<file path="config.mk">
export PLATFORM = sky130hd
export DESIGN_NAME = lane_remap
export DESIGN_NICKNAME = d
export VERILOG_FILES = /design/src/rtl/lane_remap.sv
export SDC_FILE = /design/constraint.sdc
export NUM_CORES = 1
export LEC_CHECK = 0
export BUFFER_PORTS_ARGS = -buffer_cell sky130_fd_sc_hd__buf_2
export CAP_MARGIN = 5
export CORE_MARGIN = 3
export CORE_UTILIZATION = 39
export CTS_BUF_LIST = sky130_fd_sc_hd__clkbuf_4 sky130_fd_sc_hd__clkbuf_8 sky130_fd_sc_hd__clkbuf_16
export DETAILED_ROUTE_END_ITERATION = 6
export GPL_ROUTABILITY_DRIVEN = 0
export SYNTH_ARGS = -nofsm -noshare
export SYNTH_HDL_FRONTEND = slang
export SYNTH_SLANG_ARGS = --single-unit
</file>
<file path="constraint.sdc">
create_clock -name clk -period 2.2 [get_ports clk]
set_clock_uncertainty 0.1 [all_clocks]
set_input_delay 0.11 -clock clk [delete_from_list [all_inputs] [get_ports clk]]
set_output_delay 0.11 -clock clk [all_outputs]
set_load 0.02 [all_outputs]
</file>
<file path="src/rtl/lane_remap.sv">
module lane_remap #(
  parameter int NPHY  = 5,
  parameter int NDATA = 4,
  parameter int LW    = 8,
  parameter int IDXW  = 3,
  parameter int CNTW  = 3
) (
  input  logic                  clk,
  input  logic                  rst_n,
  input  logic                  cfg_hold,
  input  logic [CNTW-1:0]       cfg_lanes,
  input  logic [IDXW-1:0]       cfg_clk_sel,
  input  logic [NDATA*IDXW-1:0] cfg_data_sel,
  input  logic                  cfg_pol_given,
  input  logic [NDATA:0]        cfg_pol_inv,
  input  logic [NPHY*LW-1:0]    phy_lanes,
  output logic [LW-1:0]         clk_lane,
  output logic [NDATA*LW-1:0]   data_lanes,
  output logic [NDATA-1:0]      lane_vld,
  output logic                  cfg_err
);
  localparam logic [IDXW:0]   NPHY_L  = (IDXW+1)'(NPHY);
  localparam logic [CNTW-1:0] NDATA_L = CNTW'(NDATA);

  logic [CNTW-1:0]       a_cnt;
  logic [IDXW-1:0]       a_clk;
  logic [NDATA*IDXW-1:0] a_sel;
  logic                  a_pgiven;
  logic [NDATA:0]        a_pinv;

  always_ff @(posedge clk or negedge rst_n)
    if (!rst_n) begin
      a_cnt    <= '0;
      a_clk    <= '0;
      a_sel    <= '0;
      a_pgiven <= 1'b0;
      a_pinv   <= '0;
    end else if (cfg_hold) begin
      a_cnt    <= cfg_lanes;
      a_clk    <= cfg_clk_sel;
      a_sel    <= cfg_data_sel;
      a_pgiven <= cfg_pol_given;
      a_pinv   <= cfg_pol_inv;
    end

  logic [LW-1:0] phy_arr [NPHY];
  for (genvar p = 0; p < NPHY; p++) begin : g_phy
    assign phy_arr[p] = phy_lanes[p*LW +: LW];
  end

  always_comb begin
    cfg_err = (a_cnt > NDATA_L) || ({1'b0, a_clk} >= NPHY_L);
    for (int i = 0; i < NDATA; i++) begin
      if (CNTW'(i) < a_cnt) begin
        if ({1'b0, a_sel[i*IDXW +: IDXW]} >= NPHY_L) cfg_err = 1'b1;
        if (a_sel[i*IDXW +: IDXW] == a_clk) cfg_err = 1'b1;
        for (int j = 0; j < i; j++)
          if (a_sel[j*IDXW +: IDXW] == a_sel[i*IDXW +: IDXW]) cfg_err = 1'b1;
      end
    end
  end

  logic [LW-1:0]       clk_nxt;
  logic [NDATA*LW-1:0] data_nxt;
  logic [NDATA-1:0]    vld_nxt;

  assign clk_nxt = phy_arr[a_clk] ^ {LW{a_pgiven & a_pinv[0]}};

  for (genvar g = 0; g < NDATA; g++) begin : g_lane
    logic use_l;
    assign use_l = CNTW'(g) < a_cnt;
    assign vld_nxt[g] = use_l;
    assign data_nxt[g*LW +: LW] = use_l
        ? (phy_arr[a_sel[g*IDXW +: IDXW]] ^ {LW{a_pgiven & a_pinv[g+1]}})
        : '0;
  end

  always_ff @(posedge clk or negedge rst_n)
    if (!rst_n) begin
      clk_lane   <= '0;
      data_lanes <= '0;
      lane_vld   <= '0;
    end else if (cfg_hold || cfg_err) begin
      clk_lane   <= '0;
      data_lanes <= '0;
      lane_vld   <= '0;
    end else begin
      clk_lane   <= clk_nxt;
      data_lanes <= data_nxt;
      lane_vld   <= vld_nxt;
    end
endmodule


</file>
### Yosys cells after proc, flatten, opt, wreduce, memory -nomap -nowiden

Index checks and enable logic that the tools add are counted.

| word-level totals | value |
|---|---|
| bits in registers | 68 |
| bits in latches | 0 |
| memory bits (writable) | 0 |
| ROM bits | 0 |
| bits of input ports | 67 |
| output and inout bits | 45 |
| memories kept | 0 |

| operators by class | value |
|---|---|
| $add $sub $neg | 0 |
| multiply operators | 0 |
| div/mod/pow operators | 0 |
| order comparisons | 15 |
| equality and inequality tests | 10 |
| shift operators | 0 |
| muxes and demuxes | 40 |
| bitwise gates (word level) | 15 |
| reduce and logical (&&, ||, !) cells | 2 |

Operator list:

| cell | number |
|---|---|
| $bmux W8 S3 | 5 |
| $mux W8 | 15 |
| $xor A8 B8 Y8 | 5 |
| $mux W32 | 1 |
| $eq A3 B3 Y1 | 10 |
| $ge A4 B4 Y1 const B | 5 |
| $not A3 Y4 | 5 |
| $mux W1 | 18 |
| $ge A3 B3 Y1 const B | 5 |
| $lt A1 B3 Y1 const A | 2 |
| $lt A2 B3 Y1 const A | 2 |
| $and A1 B1 Y1 | 5 |
| $mux W4 | 1 |
| $gt A3 B3 Y1 const B | 1 |
| $logic_or A1 B1 Y1 | 2 |

### Logic depth before layout (Yosys ltp)

| depth | value |
|---|---|
| depth after elaboration | 22 |
| gate-level depth with buffers | 9 |
| gate-level depth less buffers | 6 |

### Worst setup path after synthesis

OpenSTA, ideal clock, no wires.

| path | value |
|---|---|
| path type | register -> register |
| from | reg a_sel[6] |
| to | reg lane_vld[0] |
| setup time | 149 ps |
| arrival time | 1870 ps |
| required time | 1951 ps |
| path slack | 82 ps |
| stages on the path, launching flop included | 9 |
| path buffers | 2 |
| period minus slack after synthesis | 2118 ps |
| path through | dfrtp_1 buf_2 or3_1 a211o_1 a21oi_1 o21bai_1 o211ai_4 buf_6 nor3_2 |

| on the way | value |
|---|---|
| word-level cells in the longest chain between the ends | 14 |
| elaborated cells on any way between the ends | 18 |
| classes of those cells | 1 x order compare; 4 x eq/ne; 12 x mux; 1 x reduce/logical |

RTL lines:

| what | line | source |
|---|---|---|
| from (decl) | 27 | `logic [NDATA*IDXW-1:0] a_sel;` |
| from (signal assigned) | 41 | `a_sel <= cfg_data_sel;` |
| $ge A3 B3 Y1 | 55 | `if ({1'b0, a_sel[i*IDXW +: IDXW]} >= NPHY_L) cfg_err = 1'b1;` |
| $mux W1 | 55 |  |
| $mux W1 | 56 | `if (a_sel[i*IDXW +: IDXW] == a_clk) cfg_err = 1'b1;` |
| $mux W1 (2 in a row) | 58 | `if (a_sel[j*IDXW +: IDXW] == a_sel[i*IDXW +: IDXW]) cfg_err = 1'b1;` |
| $mux W1 | 54 | `if (CNTW'(i) < a_cnt) begin` |
| $mux W1 | 55 |  |
| $mux W1 | 56 |  |
| $mux W1 (3 in a row) | 58 |  |
| $mux W1 * | 54 |  |
| via cfg_err | 20 | `output logic cfg_err` |
| $logic_or A1 B1 Y1 * | 83 | `end else if (cfg_hold \|\| cfg_err) begin` |
| $mux W4 * | 83 |  |
| to (signal assigned) | 90 | `lane_vld <= vld_nxt;` |
| to (decl) | 19 | `output logic [NDATA-1:0] lane_vld,` |

The timed path passes the listed nets; every way through them passes the cells marked *.
A chain may end at the register's enable or synchronous reset.

### Worst setup path after layout

| path | value |
|---|---|
| from | reg a_sel[0] |
| to | out cfg_err |

| on the way | value |
|---|---|
| word-level cells in the longest chain between the ends | 19 |
| elaborated cells on any way between the ends | 23 |
| classes of those cells | 1 x order compare; 4 x eq/ne; 18 x mux |

RTL lines:

| what | line |
|---|---|
| $ge A3 B3 Y1 | 55 |
| $mux W1 | 55 |
| $mux W1 | 56 |
| $mux W1 | 54 |
| $mux W1 | 55 |
| $mux W1 | 56 |
| $mux W1 | 58 |
| $mux W1 | 54 |
| $mux W1 | 55 |
| $mux W1 | 56 |
| $mux W1 (2 in a row) | 58 |
| $mux W1 | 54 |
| $mux W1 | 55 |
| $mux W1 | 56 |
| $mux W1 (3 in a row) | 58 |
| $mux W1 * | 54 |
| to (decl) | 20 |

Mark *: on every way between the ends. The rest lies on a longest branch, timed or not.

==> flow_metrics.tcl <==
set metrics [dict create \
    status "finished, violations left" \
    failed_checks "setup timing" \
    grt.busiest_layer "met2" \
    cts_tree "done" \
    use_met1 0.298 \
    clockPowerShare 0.324 \
    worstSkewPairLatency_ns 0.34 \
    fp.dieH_microns 114 \
    tightest_slew_ns 0.437 \
    grt_usage 0.214 \
    row_count 38 \
    multi_input_area_sq_um 2860 \
    peakVddDrop_uv 543 \
    antenna_found_initial 0 \
    min_from "cfg_hold" \
    postRouteAntennaNets 0 \
    arrival_ns 2.04 \
    instances_no_fill 693 \
    regArea_sq_um 1710 \
    required_ns 1.99 \
    criticalPathCategory "reg2out" \
    critPathCaptureType "primary output" \
    drive_gt1_frac 0.530 \
    rsz0062_at_grt "yes" \
    ys_ff_latch 68 \
    finalHoldViolCount 0 \
    vias 3886 \
    synthesis.nets 449 \
    grt_max_degree 28 \
    crit_start "a_sel[0]" \
    synth_cells 382 \
    drtIter0Drc 267 \
    grt_pass1_wl_microns 21300 \
    clk_path_buf_depth 2 \
    grt-ovfl-total 0 \
    p_leak_nw 2.71 \
    fin_crit_sh 1.02 \
    crit_fanout 7 \
    ys.warnings.count 0 \
    p_total_mw 4.34 \
    hpwl_microns 10400 \
    ctsHtreeMaxLevel 3 \
    antenna_cells 0 \
    post_dp_cell_area_sq_um 5480 \
    cap_violations 0 \
    drt_first_pass_iters 5 \
    wire_per_inst_microns 19.7 \
    clock_sinks 68 \
    cts_buffers 9 \
    sw_frac_of_total 0.319 \
    clockRootBuffer "clkbuf_16" \
    wl_microns 13600 \
    fmax_mhz 445 \
    netlist-cell-type-count 39 \
    final-setup-viol-count 7 \
    io_pins 112 \
    grtUsageMet3 0.0552 \
    timing.hold.ws_ns 0.0932 \
    design_area_sq_um 6290 \
    fin_crit_ns 2.25 \
    syn_area_per_cell_sq_um 11.9 \
    min_path_type "in2reg" \
    maxSlewViolCount 0 \
    drc 0 \
    intPower_mw 2.96 \
    power_frac_comb 0.349 \
    dp.cells 647 \
    power_density_nw_per_um2 690 \
    core_sq_um 11100 \
    fp.dieArea_sq_um 13000 \
    die_w_microns 114 \
    area_growth_pct 38.3 \
    start_kind "flop" \
    path_clk_slew_ns 0.05 \
    initial_core_util 0.409 \
    netlist_area_sq_um 4550 \
    switching_power_mw 1.38 \
    rr_startpoint "a_sel[0]" \
    grt.met2_usage 0.333 \
    fin_setup_tns_ns -0.188 \
    first_global_vias 3911 \
    seq_power_share 0.327 \
    timing.final.ws_setup_ns -0.0491 \
    fill_cells 968 \
    port_buffers 111 \
    via_per_inst 5.61 \
    nets 616 \
    yosysSeqAreaShare 0.374 \
    relSlewSlack 0.709 \
]
==> cell usage after synthesis, drive strengths merged <==
| library cell | instances | area [sq um] |
|---|---|---|
| a2111oi | 1 | 27.5 |
| a211o | 2 | 17.5 |
| a21oi | 4 | 20.0 |
| a22oi | 40 | 300 |
| and2 | 1 | 6.26 |
| buf | 23 | 126 |
| clkbuf | 9 | 33.8 |
| clkinv | 4 | 15.0 |
| dfrtp | 68 | 1700 |
| inv | 3 | 11.3 |
| mux2 | 18 | 203 |
| mux4 | 40 | 901 |
| nand2 | 14 | 52.6 |
| nand2b | 1 | 6.26 |
| nand3 | 11 | 60.1 |
| nand4 | 3 | 18.8 |
| nor2 | 29 | 109 |
| nor3 | 17 | 125 |
| nor3b | 2 | 31.3 |
| nor4 | 10 | 77.6 |
| o2111ai | 1 | 8.76 |
| o211ai | 3 | 41.3 |
| o21a | 1 | 7.51 |
| o21ai | 7 | 35.0 |
| o21bai | 1 | 7.51 |
| o31ai | 4 | 43.8 |
| or3 | 3 | 18.8 |
| xnor2 | 62 | 543 |
==> metrics by stage <==
step,worst slack [ns],util
3_5_place_dp,-0.170,0.492
4_1_cts,-0.0339,0.546
6_report,-0.0491,0.566
5_1_grt,-0.138,0.566
2_1_floorplan,0.0818,-
3_3_place_gp,-0.0201,0.492
==> placed cells by master (no fill, tap or decap), drive strengths merged <==
cell type,netlist,final
a2111oi,1,1
a211o,2,2
a21oi,4,4
a22oi,40,40
and2,1,1
buf,23,163
bufinv,0,1
clkbuf,9,10
clkinv,4,7
clkinvlp,0,1
dfrtp,68,68
dlygate4sd3,0,25
inv,3,3
mux2,18,18
mux4,40,40
nand2,14,14
nand2b,1,1
nand3,11,11
nand4,3,3
nor2,29,29
nor3,17,17
nor3b,2,2
nor4,10,10
o2111ai,1,1
o211ai,3,3
o21a,1,1
o21ai,7,7
o21bai,1,1
o31ai,4,4
or3,3,3
xnor2,62,62
==> metal layers <==
metal,vias to the layer above,part of all wire,routed length (microns)
met5,-,0,0
met4,0,0.021,280
met3,20,0.085,1160
met2,187,0.47,6470
met1,1907,0.42,5720
li1,1772,-,-
==> critical path, stage by stage (launching register included) <==
cell	delay, ns
dfrtp_2	0.46
or3_4	0.41
a211o_1	0.28
a21oi_2	0.20
o21ai_4	0.09
o211ai_4	0.12
buf_6	0.15
==> power by group through the flow <==
| stage | clock, mW | sequential [mW] | combinational [mW] |
|---|---|---|---|
| after detailed placement | 0 | 1.44 | 1.35 |
| after floorplan | 0 | 1.43 | 0.927 |
| after global placement | 0 | 1.43 | 1.33 |
| after CTS | 1.44 | 1.41 | 1.42 |
| final | 1.41 | 1.42 | 1.51 |
| after global routing | 1.49 | 1.43 | 1.64 |
==> cell families (layout without fill, tap and decap cells) <==
family,Yosys count,in the layout,synth area share
and+or+nand+nor,91,91,0.111
DFF,68,68,0.374
AOI/OAI and AO/OA,64,64,0.112
xor gates and xnor gates,62,62,0.119
muxes,58,58,0.243
buffers and inverters,39,210,0.0410
==> repair_timing <==
item	CTS	global route
gates cloned	0	1
resized for setup	11	49
setup buffers	2	3
pin swaps	4	11
hold buffers	25	0
endpoints found under the setup margin	34	41
endpoints found under the hold margin	43	0
==> final cells by class <==
class	instances	area share
multi-input cells	275	0.454
flip-flops and latches	68	0.272
repair buffers	188	0.196
clock buffers	10	0.0380
well taps	140	0.0278
clock inverters	5	0.00835
inverters	7	0.00417
==> registers in the layout (all words and copies together) (netlist names) <==
signal,flops
a_cnt,3
a_clk,3
lane_vld,4
a_pgiven,1
a_pinv,5
a_sel,12
clk_lane,8
data_lanes,32
==> worst paths after layout <==
check / slack, ns / to / cells past startpoint
max: -0.05 / cfg_err / 6
min: 0.09 / a_sel[2] / 2
max reg2reg: -0.04 / clk_lane[3] / 8
min reg2reg: 0.41 / a_pinv[4] / 1
max in group asynchronous: 1.14 / a_pgiven / 3
min in group asynchronous: 0.14 / lane_vld[2] / 2
Power figures use the tool's default switching activity.
